File: config.mk
export PLATFORM = sky130hd
export DESIGN_NAME = dual_countdown
export DESIGN_NICKNAME = d
export VERILOG_FILES = /design/src/rtl/cdt_pkg.sv /design/src/rtl/cdt_tick_gen.sv /design/src/rtl/cdt_counter.sv /design/src/rtl/dual_countdown.sv
export SDC_FILE = /design/constraint.sdc
export NUM_CORES = 1
export LEC_CHECK = 0
export ABC_CLOCK_PERIOD_IN_PS = 5030
export BUFFER_PORTS_ARGS = -buffer_cell sky130_fd_sc_hd__buf_2
export CORE_ASPECT_RATIO = 1.2
export CORE_MARGIN = 4
export CORE_UTILIZATION = 40
export CTS_BUF_LIST = sky130_fd_sc_hd__clkbuf_8
export CTS_CLUSTER_SIZE = 16
export DETAILED_ROUTE_END_ITERATION = 10
export HOLD_SLACK_MARGIN = 0.02
export PLACE_DENSITY_LB_ADDON = 0.3
export SLEW_MARGIN = 40
export SYNTH_ARGS = -nofsm -noshare
export SYNTH_HDL_FRONTEND = slang
export SYNTH_SLANG_ARGS = --single-unit
File: constraint.sdc
create_clock -name clk -period 5.03 [get_ports clk]
set_clock_uncertainty 0.2 [all_clocks]
set_input_delay 0.7545 -clock clk [delete_from_list [all_inputs] [get_ports clk]]
set_output_delay 0.7545 -clock clk [all_outputs]
set_load 0.02 [all_outputs]
File: src/rtl/cdt_pkg.sv
package cdt_pkg;

    localparam int unsigned TMR_W      = 8;
    localparam int unsigned NUM_TIMERS = 2;

    typedef enum logic [0:0] {
        TMR_DELAY = 1'b0,
        TMR_SOUND = 1'b1
    } tmr_id_e;

    typedef struct packed {
        logic             en;
        logic [TMR_W-1:0] val;
    } tmr_load_t;

    function automatic int unsigned tick_divisor(input int unsigned clk_hz,
                                                 input int unsigned tick_hz);
        int unsigned d;
        d = clk_hz / tick_hz;
        return (d < 2) ? 2 : d;
    endfunction

endpackage

File: src/rtl/cdt_tick_gen.sv
module cdt_tick_gen #(
    parameter int unsigned DIV = 833333
) (
    input  logic clk,
    input  logic rst,
    output logic tick
);
    localparam int unsigned CW = (DIV > 1) ? $clog2(DIV) : 1;

    logic [CW-1:0] cnt;

    assign tick = (cnt == CW'(DIV - 1));

    always_ff @(posedge clk) begin
        if (rst || tick) cnt <= '0;
        else             cnt <= cnt + CW'(1);
    end
endmodule

File: src/rtl/cdt_counter.sv
module cdt_counter
    import cdt_pkg::*;
(
    input  logic             clk,
    input  logic             rst,
    input  logic             tick,
    input  tmr_load_t        load,
    output logic [TMR_W-1:0] count
);
    always_ff @(posedge clk) begin
        if (rst)                          count <= '0;
        else if (load.en)                 count <= load.val;
        else if (tick && (count != '0))   count <= count - TMR_W'(1);
    end
endmodule

File: src/rtl/dual_countdown.sv
module dual_countdown
    import cdt_pkg::*;
#(
    parameter int unsigned CLK_HZ  = 50_000_000,
    parameter int unsigned TICK_HZ = 60
) (
    input  logic             clk,
    input  logic             rst,
    input  logic             delay_wr,
    input  logic             sound_wr,
    input  logic [TMR_W-1:0] wr_value,
    output logic [TMR_W-1:0] delay_value,
    output logic             sound_on
);
    localparam int unsigned DIV = tick_divisor(CLK_HZ, TICK_HZ);

    logic             tick_pulse;
    tmr_load_t        loads  [NUM_TIMERS];
    logic [TMR_W-1:0] counts [NUM_TIMERS];

    cdt_tick_gen #(.DIV(DIV)) u_tick (
        .clk  (clk),
        .rst  (rst),
        .tick (tick_pulse)
    );

    always_comb begin
        loads[TMR_DELAY] = '{en: delay_wr, val: wr_value};
        loads[TMR_SOUND] = '{en: sound_wr, val: wr_value};
    end

    for (genvar t = 0; t < NUM_TIMERS; t++) begin : g_tmr
        cdt_counter u_cnt (
            .clk   (clk),
            .rst   (rst),
            .tick  (tick_pulse),
            .load  (loads[t]),
            .count (counts[t])
        );
    end

    assign delay_value = counts[TMR_DELAY];
    assign sound_on    = (counts[TMR_SOUND] != '0);
endmodule

# Word level (Yosys, flattened, before mapping)
# Cells that the tools add are included.
[totals] ff_bits=36 elab_cells=18 out_inout_bits=9
[classes] addsub=3 muxes=4 n_reduce_logical=7 eq_ne=1
[op_table] op="two-way mux 8 bit" count=4
[op_table] op="adder 20 x 1 -> 20 bit (second input constant)" count=1
[op_table] op="equality test 20 bit (second input constant)" count=1
[op_table] op="nonzero test 8 bit" count=2
[op_table] op="subtractor 8 x 1 -> 8 bit (second input constant)" count=2
[op_table] op="nonzero test 2 bit" count=2
[op_table] op="logical AND 1 bit" count=2
[op_table] op="logical OR 1 bit" count=1

# Depth between registers and ports, before layout
[logic_depth] depth_word=4 ltp_mapped=8 mapped_depth_nobuf=7

# Modules after synthesis
# From an unflattened synthesis, not the netlist that was laid out.
[unflattened] cells_unflattened=231 hier_area_um2=1976.9
[by_module_without_submodules] mod="cdt_counter" n_inst=2 area_each_um2=498.0 cells_per_inst=60
[by_module_without_submodules] mod="cdt_tick_gen" n_inst=1 area_each_um2=964.7 cells_per_inst=108
[by_module_without_submodules] mod="dual_countdown" n_inst=1 area_each_um2=16.3 cells_per_inst=3

# Worst setup path before layout
# No wires, ideal clock.
[synth_timing] path_kind="register to output" start="reg g_tmr[1].u_cnt.count[0]" end="out sound_on" path_stages_with_launch=7 slack_ns=2.612 n_path_buf=1 t_arrival_ns=1.464 required_time_ns=4.076 path_cell_list="dfxtp_1 > inv_1 > ha_1 > or3b_1 > clkbuf_1 > nor3_2 > inv_2"
[synth_via] elab_chain_len=1
[synth_rtl] element="from (decl)" line_no="cdt_counter.sv:8" rtl="output logic [TMR_W-1:0] count"
[synth_rtl] element="from (signal assigned)" line_no="cdt_counter.sv:12" rtl="else if (load.en) count <= load.val;"
[synth_rtl] element="from (signal assigned)" line_no="cdt_counter.sv:13" rtl="else if (tick && (count != '0)) count <= count - TMR_W'(1);"
[synth_rtl] element="nonzero test 8 bit" line_no="dual_countdown.sv:43" rtl="assign sound_on = (counts[TMR_SOUND] != '0);"
[synth_rtl] element="to (decl)" line_no="dual_countdown.sv:13" rtl="output logic sound_on"
# No other way between the ends.

# Worst setup path after layout
# Ends and elaborated chain as after synthesis.

==> metrics.txt <==
chip width 75.8 um; Post-CTS Repair Setup Buffers 0; Worst VDD drop 0.140 mV; crit end category output port; hold_buf cts 0; Post-Syn Nets 290; critical path cell sequence inv_1 -> ha_1 -> or3b_1 -> nor3_2 -> inv_2 -> buf_2; WP data arrival 2.08 ns; vias in the first global route 2004; layout cells sized above 1 0.131; # rows 29; distinct cell type count after synthesis 53; Worst Max-Slew Pin Slew 0.678 ns; Pre-antenna DRT Iters 4; Buf/Inv on CP 3; CP required 4.08 ns; final cycle utilization of the critical path 0.603; commonest non-fill, non-tap cell in the layout dfxtp_1; YS warnings 0; Max Fanout on Critical Path 8; Vias per Instance 6.11; pin count of the biggest net entering global routing 25; Async SR Flop Fraction 0; CTS tree yes; Inst Count DP 329; DR iter-0 viols 151; final worst slack 2.00 ns; ys flop type dfxtp_1; outcome finished clean; syn_area_per_cell 8.08 um2; Post-DRT Antenna Nets 0; Clk pin slew, worst setup/hold paths 0.08 ns; clk buf depth 2; Total GRT Usage 0.168; Final Non-Filler Cells 337; Min-Delay Path Class reg -> reg; via count 2059; Port Buf Inserts 20; Post-Synthesis Cells 273; slowest CP cell or3b_1; final net count 291; final WL 5.17 mm; Avg WL per Cell 15.3 um; Critical Path Start Type flop; CTS H-tree lvls 2; EDFF count, synth 0; number of synthesized register bits 36; setup tns final 0 ns; clock root cell clkbuf_8; initial antenna violation count 0; CORE AREA 5330 um2; first-pass GRT wire length 8.90 mm; gpl congestion 0.841; Residual DRC 0; Ports 21; Pleak 0.820 nW; Final Hold Viols 0; most frequent cells in the layout 36 x dfxtp_1, 20 x nor2_1, 20 x buf_2; MaxCap Viol Count 0; min cycle time layout 3.03 ns; global route total overflow 0; antenna cells 0; Initial Utilization 0.414; pwr dens 264 nW/um2; HPWL after DPL 3.65 mm; Die Ht 89.4 um; Place WS 2.34 ns; post-CTS resize count 0; Slew Limit Headroom 0.548; clock sinks 36; Setup Viol. Count Final 0; crit-path max cell delay 0.45 ns; clock latency on the worst-skew pair 0.29 ns; Area growth syn-to-layout 5.90%; Seq/Total Area, Yosys 0.327; crit-path leading delay family simple AND/OR/NAND/NOR gates; RSZ-0062 raised after global routing false; die area 6770 um2; fin. max-slew vios 0; crit path kind reg -> out; CTS buffer count 5; fillers 545; Max Fclk 330 MHz; Mapped Area 2210 um2
-- synth_stat cells, drive strengths merged, types with 5 or more instances --
cell type | count | area, um2
dfxtp | 36 | 721
nor2 | 20 | 75.1
inv | 18 | 67.6
buf | 16 | 114
nand2 | 14 | 52.6
nand4 | 13 | 81.3
nor4 | 13 | 81.3
a21oi | 12 | 60.1
nand3 | 11 | 60.1
or3 | 11 | 68.8
clkbuf | 10 | 37.5
o31ai | 10 | 75.1
nor3 | 7 | 40.0
or4 | 7 | 52.6
xnor2 | 7 | 61.3
ha | 5 | 62.6
-- final timing paths --
kind | startpoint | end | slack (ns) | cells past startpoint
setup / recovery | g_tmr[1].u_cnt.count[0]$_SDFFE_PP0P_ | sound_on | 2.00 | 6
hold / removal | u_tick.cnt[0]$_SDFF_PP0_ | u_tick.cnt[0]$_SDFF_PP0_ | 0.28 | 1
setup reg to reg | u_tick.cnt[2]$_SDFF_PP0_ | g_tmr[1].u_cnt.count[7]$_SDFFE_PP0P_ | 2.60 | 4
hold reg to reg | u_tick.cnt[0]$_SDFF_PP0_ | u_tick.cnt[0]$_SDFF_PP0_ | 0.28 | 1
-- per-layer routing --
| layer | global-route usage | part of all wire | up-vias |
|---|---|---|---|
| li1 | - | - | 1013 |
| met1 | 0.196 | 0.44 | 976 |
| met2 | 0.280 | 0.48 | 56 |
| met3 | 0.0394 | 0.045 | 14 |
| met4 | 0.0874 | 0.027 | 0 |
| met5 | 0 | 0 | - |
-- flip-flops by register name, indices dropped and copies added, names as in the netlist --
name	cells
u_tick.cnt	20
g_tmr.u_cnt.count	16
-- kinds of logic (layout without fill, tap and decap cells) --
logic type,Yosys count,count (layout),share of synthesized area
AOI/OAI and AO/OA,54,54,0.178
and+or+nand+nor,123,123,0.324
adders and majority gates,5,5,0.0284
buffers and inverters,44,46,0.0993
DFF,36,36,0.327
xor gates and xnor gates,11,11,0.0437
-- layout make-up --
type / instances / area (um2) / area share
clock buffers: 6 / 82.6 / 0.0354
repair buffers: 20 / 100 / 0.0428
well taps: 62 / 77.6 / 0.0332
clock inverters: 2 / 10.0 / 0.00428
multi-input cells: 193 / 1280 / 0.547
flip-flops and latches: 36 / 721 / 0.309
inverters: 18 / 67.6 / 0.0289
-- metrics by stage --
| step | hold slack [ns] | total power, W | utilization | instance area [um2] |
|---|---|---|---|---|
| after floorplan | 0.237 | 0.000386 | - | 2210 |
| after global placement | 0.256 | 0.000405 | 0.419 | 2240 |
| after detailed placement | 0.269 | 0.000406 | 0.421 | 2240 |
| after CTS | 0.286 | 0.000623 | 0.438 | 2340 |
| after global routing | 0.314 | 0.000652 | 0.438 | 2340 |
| final | 0.278 | 0.000618 | 0.438 | 2340 |
-- where the power goes --
| group | leakage [nW] | switching (W) | internal [W] | total (W) |
|---|---|---|---|---|
| Combinational | 0.475 | 0.0000556 | 0.0000339 | 0.0000895 |
| Clock | 0.0510 | 0.000109 | 0.000109 | 0.000218 |
| Sequential | 0.294 | 0.0000136 | 0.000296 | 0.000310 |
| Total | 0.820 | 0.000178 | 0.000440 | 0.000618 |
No activity file was read; power rests on OpenSTA's default activity.
